File: src/rtl/serial_accum_adder.sv
module serial_accum_adder #(
  parameter int N = 8
) (
  input  logic         clk,
  input  logic         rst,
  input  logic         shift_en,
  input  logic         ser_in,
  input  logic         start,
  output logic         busy,
  output logic         done,
  output logic [N-1:0] acc_q,
  output logic         carry_out
);
  localparam int CW = $clog2(N + 1);

  logic [N-1:0]  a_q, b_q;
  logic          c_q, done_q, cout_q;
  logic [CW-1:0] cnt_q;

  wire step     = busy && shift_en;
  wire sum_bit  = a_q[0] ^ b_q[0] ^ c_q;
  wire carry_nx = (a_q[0] & b_q[0]) | (c_q & (a_q[0] ^ b_q[0]));

  assign busy      = (cnt_q != '0);
  assign done      = done_q;
  assign acc_q     = a_q;
  assign carry_out = cout_q;

  always_ff @(posedge clk) begin
    if (rst) begin
      a_q    <= '0;
      b_q    <= '0;
      c_q    <= 1'b0;
      cnt_q  <= '0;
      done_q <= 1'b0;
      cout_q <= 1'b0;
    end else begin
      done_q <= 1'b0;
      if (start && !busy) begin
        cnt_q <= CW'(N);
        c_q   <= 1'b0;
      end else if (step) begin
        a_q   <= {sum_bit, a_q[N-1:1]};
        b_q   <= {ser_in, b_q[N-1:1]};
        c_q   <= carry_nx;
        cnt_q <= cnt_q - 1'b1;
        if (cnt_q == CW'(1)) begin
          done_q <= 1'b1;
          cout_q <= carry_nx;
        end
      end
    end
  end
endmodule


File: config.mk
export PLATFORM = sky130hd
export DESIGN_NAME = serial_accum_adder
export DESIGN_NICKNAME = d
export VERILOG_FILES = /design/src/rtl/serial_accum_adder.sv
export SDC_FILE = /design/constraint.sdc
export NUM_CORES = 1
export LEC_CHECK = 0
export BUFFER_PORTS_ARGS = -buffer_cell sky130_fd_sc_hd__clkbuf_2
export CAP_MARGIN = 20
export CELL_PAD_IN_SITES_DETAIL_PLACEMENT = 1
export CELL_PAD_IN_SITES_GLOBAL_PLACEMENT = 2
export CORE_MARGIN = 5
export CORE_UTILIZATION = 35
export CTS_CLUSTER_SIZE = 30
export DETAILED_ROUTE_END_ITERATION = 10
export HOLD_SLACK_MARGIN = 0.1
export PLACE_DENSITY = 0.86
export SETUP_SLACK_MARGIN = 0.02
export SYNTH_ARGS = -nofsm -noshare
export SYNTH_HDL_FRONTEND = slang
export SYNTH_SLANG_ARGS = --single-unit
export TNS_END_PERCENT = 1
File: constraint.sdc
create_clock -name clk -period 4.03 [get_ports clk]
set_input_delay 0.6045 -clock clk [delete_from_list [all_inputs] [get_ports clk]]
set_output_delay 0.6045 -clock clk [all_outputs]
set_load 0.03 [all_outputs]
==> flow_summary.yaml, run 1 <==
yosys:
  ys_top_cells_by_count: "dfxtp_1, a21oi_1, nand3_1"
  synth_nets: 117
  ys_top_cells_by_area: "dfxtp_1, a21oi_1, nand3_1"
  synthCells: 109
  syn-cell-area_um2: 986
  synth_edf_count: 0
  synth_ff_type: "dfxtp_1"
  avgSynthCellArea_um2: 9.05
  yosys.cell_types.count: 23
  yosysMostFrequentCell: "dfxtp_1"
  ys_ff_latch: 23
  synth_area_leader_cell: "dfxtp_1"
  yosys_warnings: 0
  synth_top_area_share: 0.467
  ys_async_sr_fraction: 0
  yosysSeqAreaShare: 0.467
sta:
  tightest_slew_ps: 677
  rsz0062_at_grt: "no"
  drv_slew: 0
  hold_viol: 0
  period_needed_ps: 2770
  setup_viol: 0
  slew-limit-headroom: 0.548
  tns_ps: 0
  whs_ps: 473
  clock_skew_ps: 6.15
  fmax_mhz: 361
  post-route-period-util: 0.687
die:
  initial_utilization: 0.361
  core_mm2: 0.00273
  die-height_um: 63.1
  rows: 19
  die_x_um: 63.1
  dieArea_mm2: 0.00398
  num_io_pins: 16
cts:
  cts_repair_resize_count: 0
  root_buffer: "clkbuf_4"
  post_cts_buffers: 0
  cts_sinks: 23
  clk_latency_ps: 300
  htreeDepth: 1
  cts_buffer_depth: 2
  cts.clk_slew.worst_paths_ps: 120
  cts_hold_buffers: 0
  cts_buffers: 3
  cts_tree: "yes"
routing:
  via_per_inst: 5.39
  met3WireLength_um: 59
  routedWlPerCell_um: 13.9
  drtIter0Drc: 33
  highest_layer: "met4"
  vias: 819
  detail_route.first_pass.iterations: 4
  ant_nets: 0
  dr_wl_met2_um: 971
  drcViolationCount: 0
  wl_met1_mm: 1.08
  wl_mm: 2.11
global_routing:
  grtUsageTotal: 0.112
  grt_start_max_net_pins: 24
  grt_pass1_vias: 794
  grt-ovfl-total: 0
  grt_pass1_wl_mm: 3.73
  antenna_found_initial: 0
power:
  p_leak_nw: 0.409
  powerDensity_mw_per_mm2: 562
  ir_worst_vdd_mv: 0.447
critical_path:
  end_kind: "primary output"
  cp.required_ps: 3430
  r2r_slack_ps: 1930
  cp_max_fo: 19
  reg2reg_from: "cnt_q[0]"
  worstPathCellList: "inv_1 -> ha_1 -> nor3b_4 -> inv_2 -> clkbuf_2"
  start_kind: "flip-flop"
  cp_slowest_stage_delay_ps: 620
  r2r_cells: 6
  arrival_ps: 2160
  cpMaxStageDelayCell: "nor3b_4"
  r2r-end: "acc_q[5]"
  timing_worst_setup_path_type: "flip-flop to primary output"
finish:
  syn2layout_area_growth_pct: 9.77
  utilization: 0.396
  n_antenna_cell: 0
  nFillCells: 340
  drive_gt1_frac: 0.182
  nets: 130
hold_path:
  hold_path_class: "flip-flop to flip-flop"
  hold_depth: 2
  holdCritStartpoint: "b_q[6]"
  hold_end: "b_q[5]"
placed_design:
  place_congestion: 0.746
  numPortBuffers: 15
  hpwl_mm: 1.43
status:
  outcome: "finished clean"
job:
  maxCapViolations: 0
## flip-flops by register name, summed over array words and instances (netlist names)
register and cells:
acc_q 8, carry_out 1, cnt_q 4, done 1
c_q 1, b_q 8
## final cells by class
| class | count | area, µm² | share of cell area |
|---|---|---|---|
| multi-input cells | 75 | 467 | 0.431 |
| flip-flops and latches | 23 | 460 | 0.425 |
| repair buffers | 15 | 75.1 | 0.0694 |
| well taps | 31 | 38.8 | 0.0358 |
| clock buffers | 4 | 26.3 | 0.0243 |
| inverters | 4 | 15.0 | 0.0139 |
## cells by family (layout without fill, tap and decap cells)
logic type,after synthesis,count (layout),share of synthesized area
compound gates,35,35,0.185
simple gates,33,33,0.202
flops,23,23,0.467
buf+inv,11,23,0.0596
mux,4,4,0.0406
fa+ha+maj,3,3,0.0457
## layout by cell type (no fill, tap or decap), types with 2 or more instances in the layout
cell type  instances
o21ai_1            6
a21oi_1           17
clkbuf_4           3
a211oi_1           3
o21ai_0            9
nand3_1           15
nor2_1             2
clkbuf_2          15
ha_1               2
nand2_1            4
inv_1              3
nand2b_1           6
dfxtp_1           23
mux2i_1            4
## worst max-delay path: cells and delay by family, from the launching register on
| kind | cells | cell delay (ps) |
|---|---|---|
| flops | 1 | 350 |
| fa+ha+maj | 1 | 220 |
| simple gates | 1 | 620 |
| buf+inv | 3 | 660 |
## power by group
group	switching [mW]	internal, mW
sequential	0.0218	0.245
clock	0.0645	0.0386
combinational	0.171	0.0669
## per-layer routing
layer	up-vias	track usage
met2	11	0.171
met1	395	0.160
li1	411	-
met3	2	0.0320
met4	0	0.0159
met5	-	0
## per-stage QoR
| step | instances | setup slack (ps) | total power, mW | instance area, µm² |
|---|---|---|---|---|
| 2_1_floorplan | 109 | 2240 | 0.486 | 986 |
| 3_3_place_gp | 148 | 1670 | 0.502 | 1060 |
| 3_5_place_dp | 148 | 1600 | 0.511 | 1060 |
| 4_1_cts | 152 | 1230 | 0.618 | 1080 |
| 5_1_grt | 152 | 1010 | 0.660 | 1080 |
| 6_report | 152 | 1260 | 0.608 | 1080 |
## how the worst max path moves through the flow
stage	start	endpoint	slack, ps
floorplan	cnt_q[0]	busy	2240
global placement	cnt_q[0]	busy	1670
detailed placement	cnt_q[0]	busy	1600
CTS	cnt_q[0]	busy	1230
global route	cnt_q[0]	busy	1010
finish	cnt_q[0]	busy	1260
No activity file was read; power rests on OpenSTA's default activity.
==> run 2: changes to the inputs <==
- CORE_UTILIZATION: 35 -> 32
- PLACE_DENSITY: 0.86 -> 0.8
- clock period: 4.03 -> 2.8 ns (I/O delays scaled with it)
==> flow_summary.yaml, run 2 (synthesis results as in run 1) <==
hold_path:
  hold_path_class: "input pin to flip-flop"
critical_path:
  start_kind: "flip-flop"
  r2r_slack_ps: 760
  r2r-end: "acc_q[5]"
  r2r_cells: 6
  cp.required_ps: 2380
  cp-endpoint: "busy"
  end_kind: "primary output"
  cp_max_fo: 19
  crit_start: "cnt_q[0]"
  arrival_ps: 2150
  timing_worst_setup_path_type: "flip-flop to primary output"
  reg2reg_from: "cnt_q[0]"
die:
  die_x_um: 65.5
  dieArea_mm2: 0.00429
  rows: 20
  core_mm2: 0.00300
  num_io_pins: 16
  initial_utilization: 0.328
  die-height_um: 65.5
sta:
  hold_viol: 0
  whs_ps: 325
  slew-limit-headroom: 0.559
  fmax_mhz: 389
  setup_slack_ps: 230
  rsz0062_at_grt: "no"
  tns_ps: 0
  period_needed_ps: 2570
  tightest_slew_ps: 661
  drv_slew: 0
  clock_skew_ps: 14.9
  post-route-period-util: 0.918
  setup_viol: 0
global_routing:
  antenna_found_initial: 0
  grtUsageTotal: 0.113
  grt_start_max_net_pins: 24
  grt_pass1_wl_mm: 3.79
  grt-ovfl-total: 0
  grt_pass1_vias: 826
power:
  switching_share: 0.424
  pwr-share-comb: 0.390
  p_seq_frac: 0.439
  switching_power_mw: 0.371
  powerDensity_mw_per_mm2: 807
  clkPwrFrac: 0.171
  ir_worst_vdd_mv: 0.311
  p_leak_nw: 0.409
  internal_power_mw: 0.505
finish:
  multi_input_area_um2: 467
  final_common_cell: "dfxtp_1"
  regArea_um2: 460
  fin_area_mm2: 0.00108
  nFillCells: 364
  nets: 130
  layout_common_cells: "dfxtp_1, a21oi_1, nand3_1, clkbuf_2, o21ai_0"
  syn2layout_area_growth_pct: 10.0
  drive_gt1_frac: 0.182
  n_antenna_cell: 0
cts:
  cts.clk_slew.worst_paths_ps: 130
  htreeDepth: 1
  cts_buffer_depth: 2
  cts_buffers: 3
  clk_latency_ps: 310
  cts_repair_resize_count: 0
  cts_tree: "yes"
  cts_hold_buffers: 0
  post_cts_buffers: 0
  cts_sinks: 23
  root_buffer: "clkbuf_4"
routing:
  vias: 803
  routedWlPerCell_um: 14.4
  drtIter0Drc: 7
  ant_nets: 0
  wl_mm: 2.22
  drcViolationCount: 0
  via_per_inst: 5.21
  detail_route.first_pass.iterations: 2
placed_design:
  hpwl_mm: 1.52
  dpl_cell_area_mm2: 0.00106
  dp_worst_setup_slack_ps: 554
  place_congestion: 0.746
  numPortBuffers: 15
job:
  maxCapViolations: 0
status:
  outcome: "finished clean"
## run 2: worst min path at each step
| stage | cells after the start | endpoint | startpoint | slack [ps] |
|---|---|---|---|---|
| 6_report | 3 | b_q[7] | ser_in | 320 |
| 5_1_grt | 3 | b_q[7] | ser_in | 310 |
| 4_1_cts | 3 | b_q[7] | ser_in | 320 |
| 3_5_place_dp | 2 | b_q[5] | b_q[6] | 460 |
| 3_3_place_gp | 2 | b_q[6] | b_q[7] | 450 |
| 2_1_floorplan | 2 | b_q[0] | b_q[1] | 440 |
## run 2: critical path: stages, from the launching register on
cell and delay (ps):
dfxtp_1 350, inv_1 80, ha_1 220, nor3b_4 600
inv_2 310, clkbuf_2 270
## run 2: cell type report
cell class | count | share of cell area
Multi-Input combinational cell | 75 | 0.430
Inverter | 4 | 0.0138
Sequential cell | 23 | 0.424
Tap cell | 33 | 0.0381
Clock buffer | 4 | 0.0242
Timing Repair Buffer | 15 | 0.0692
## run 2: routing by layer
metal  global-route usage  part of all wire  up-vias
li1                     -                 -      408
met1                0.137              0.50      382
met2                0.191              0.45       11
met3               0.0325             0.040        2
met4               0.0389            0.0081        0
met5                    0                 0        -
## run 2: power by group through the flow
stage	clock, mW	sequential [mW]	combinational (mW)
after floorplan	0	0.386	0.314
after global placement	0	0.389	0.333
after detailed placement	0	0.393	0.345
after CTS	0.157	0.385	0.345
after global routing	0.173	0.389	0.375
final	0.150	0.385	0.341
## run 2: stage by stage
| stage | total power [mW] | util | std cells |
|---|---|---|---|
| after floorplan | 0.700 | - | 109 |
| after global placement | 0.722 | 0.353 | 150 |
| after detailed placement | 0.737 | 0.353 | 150 |
| after CTS | 0.887 | 0.361 | 154 |
| after global routing | 0.937 | 0.361 | 154 |
| final | 0.876 | 0.361 | 154 |
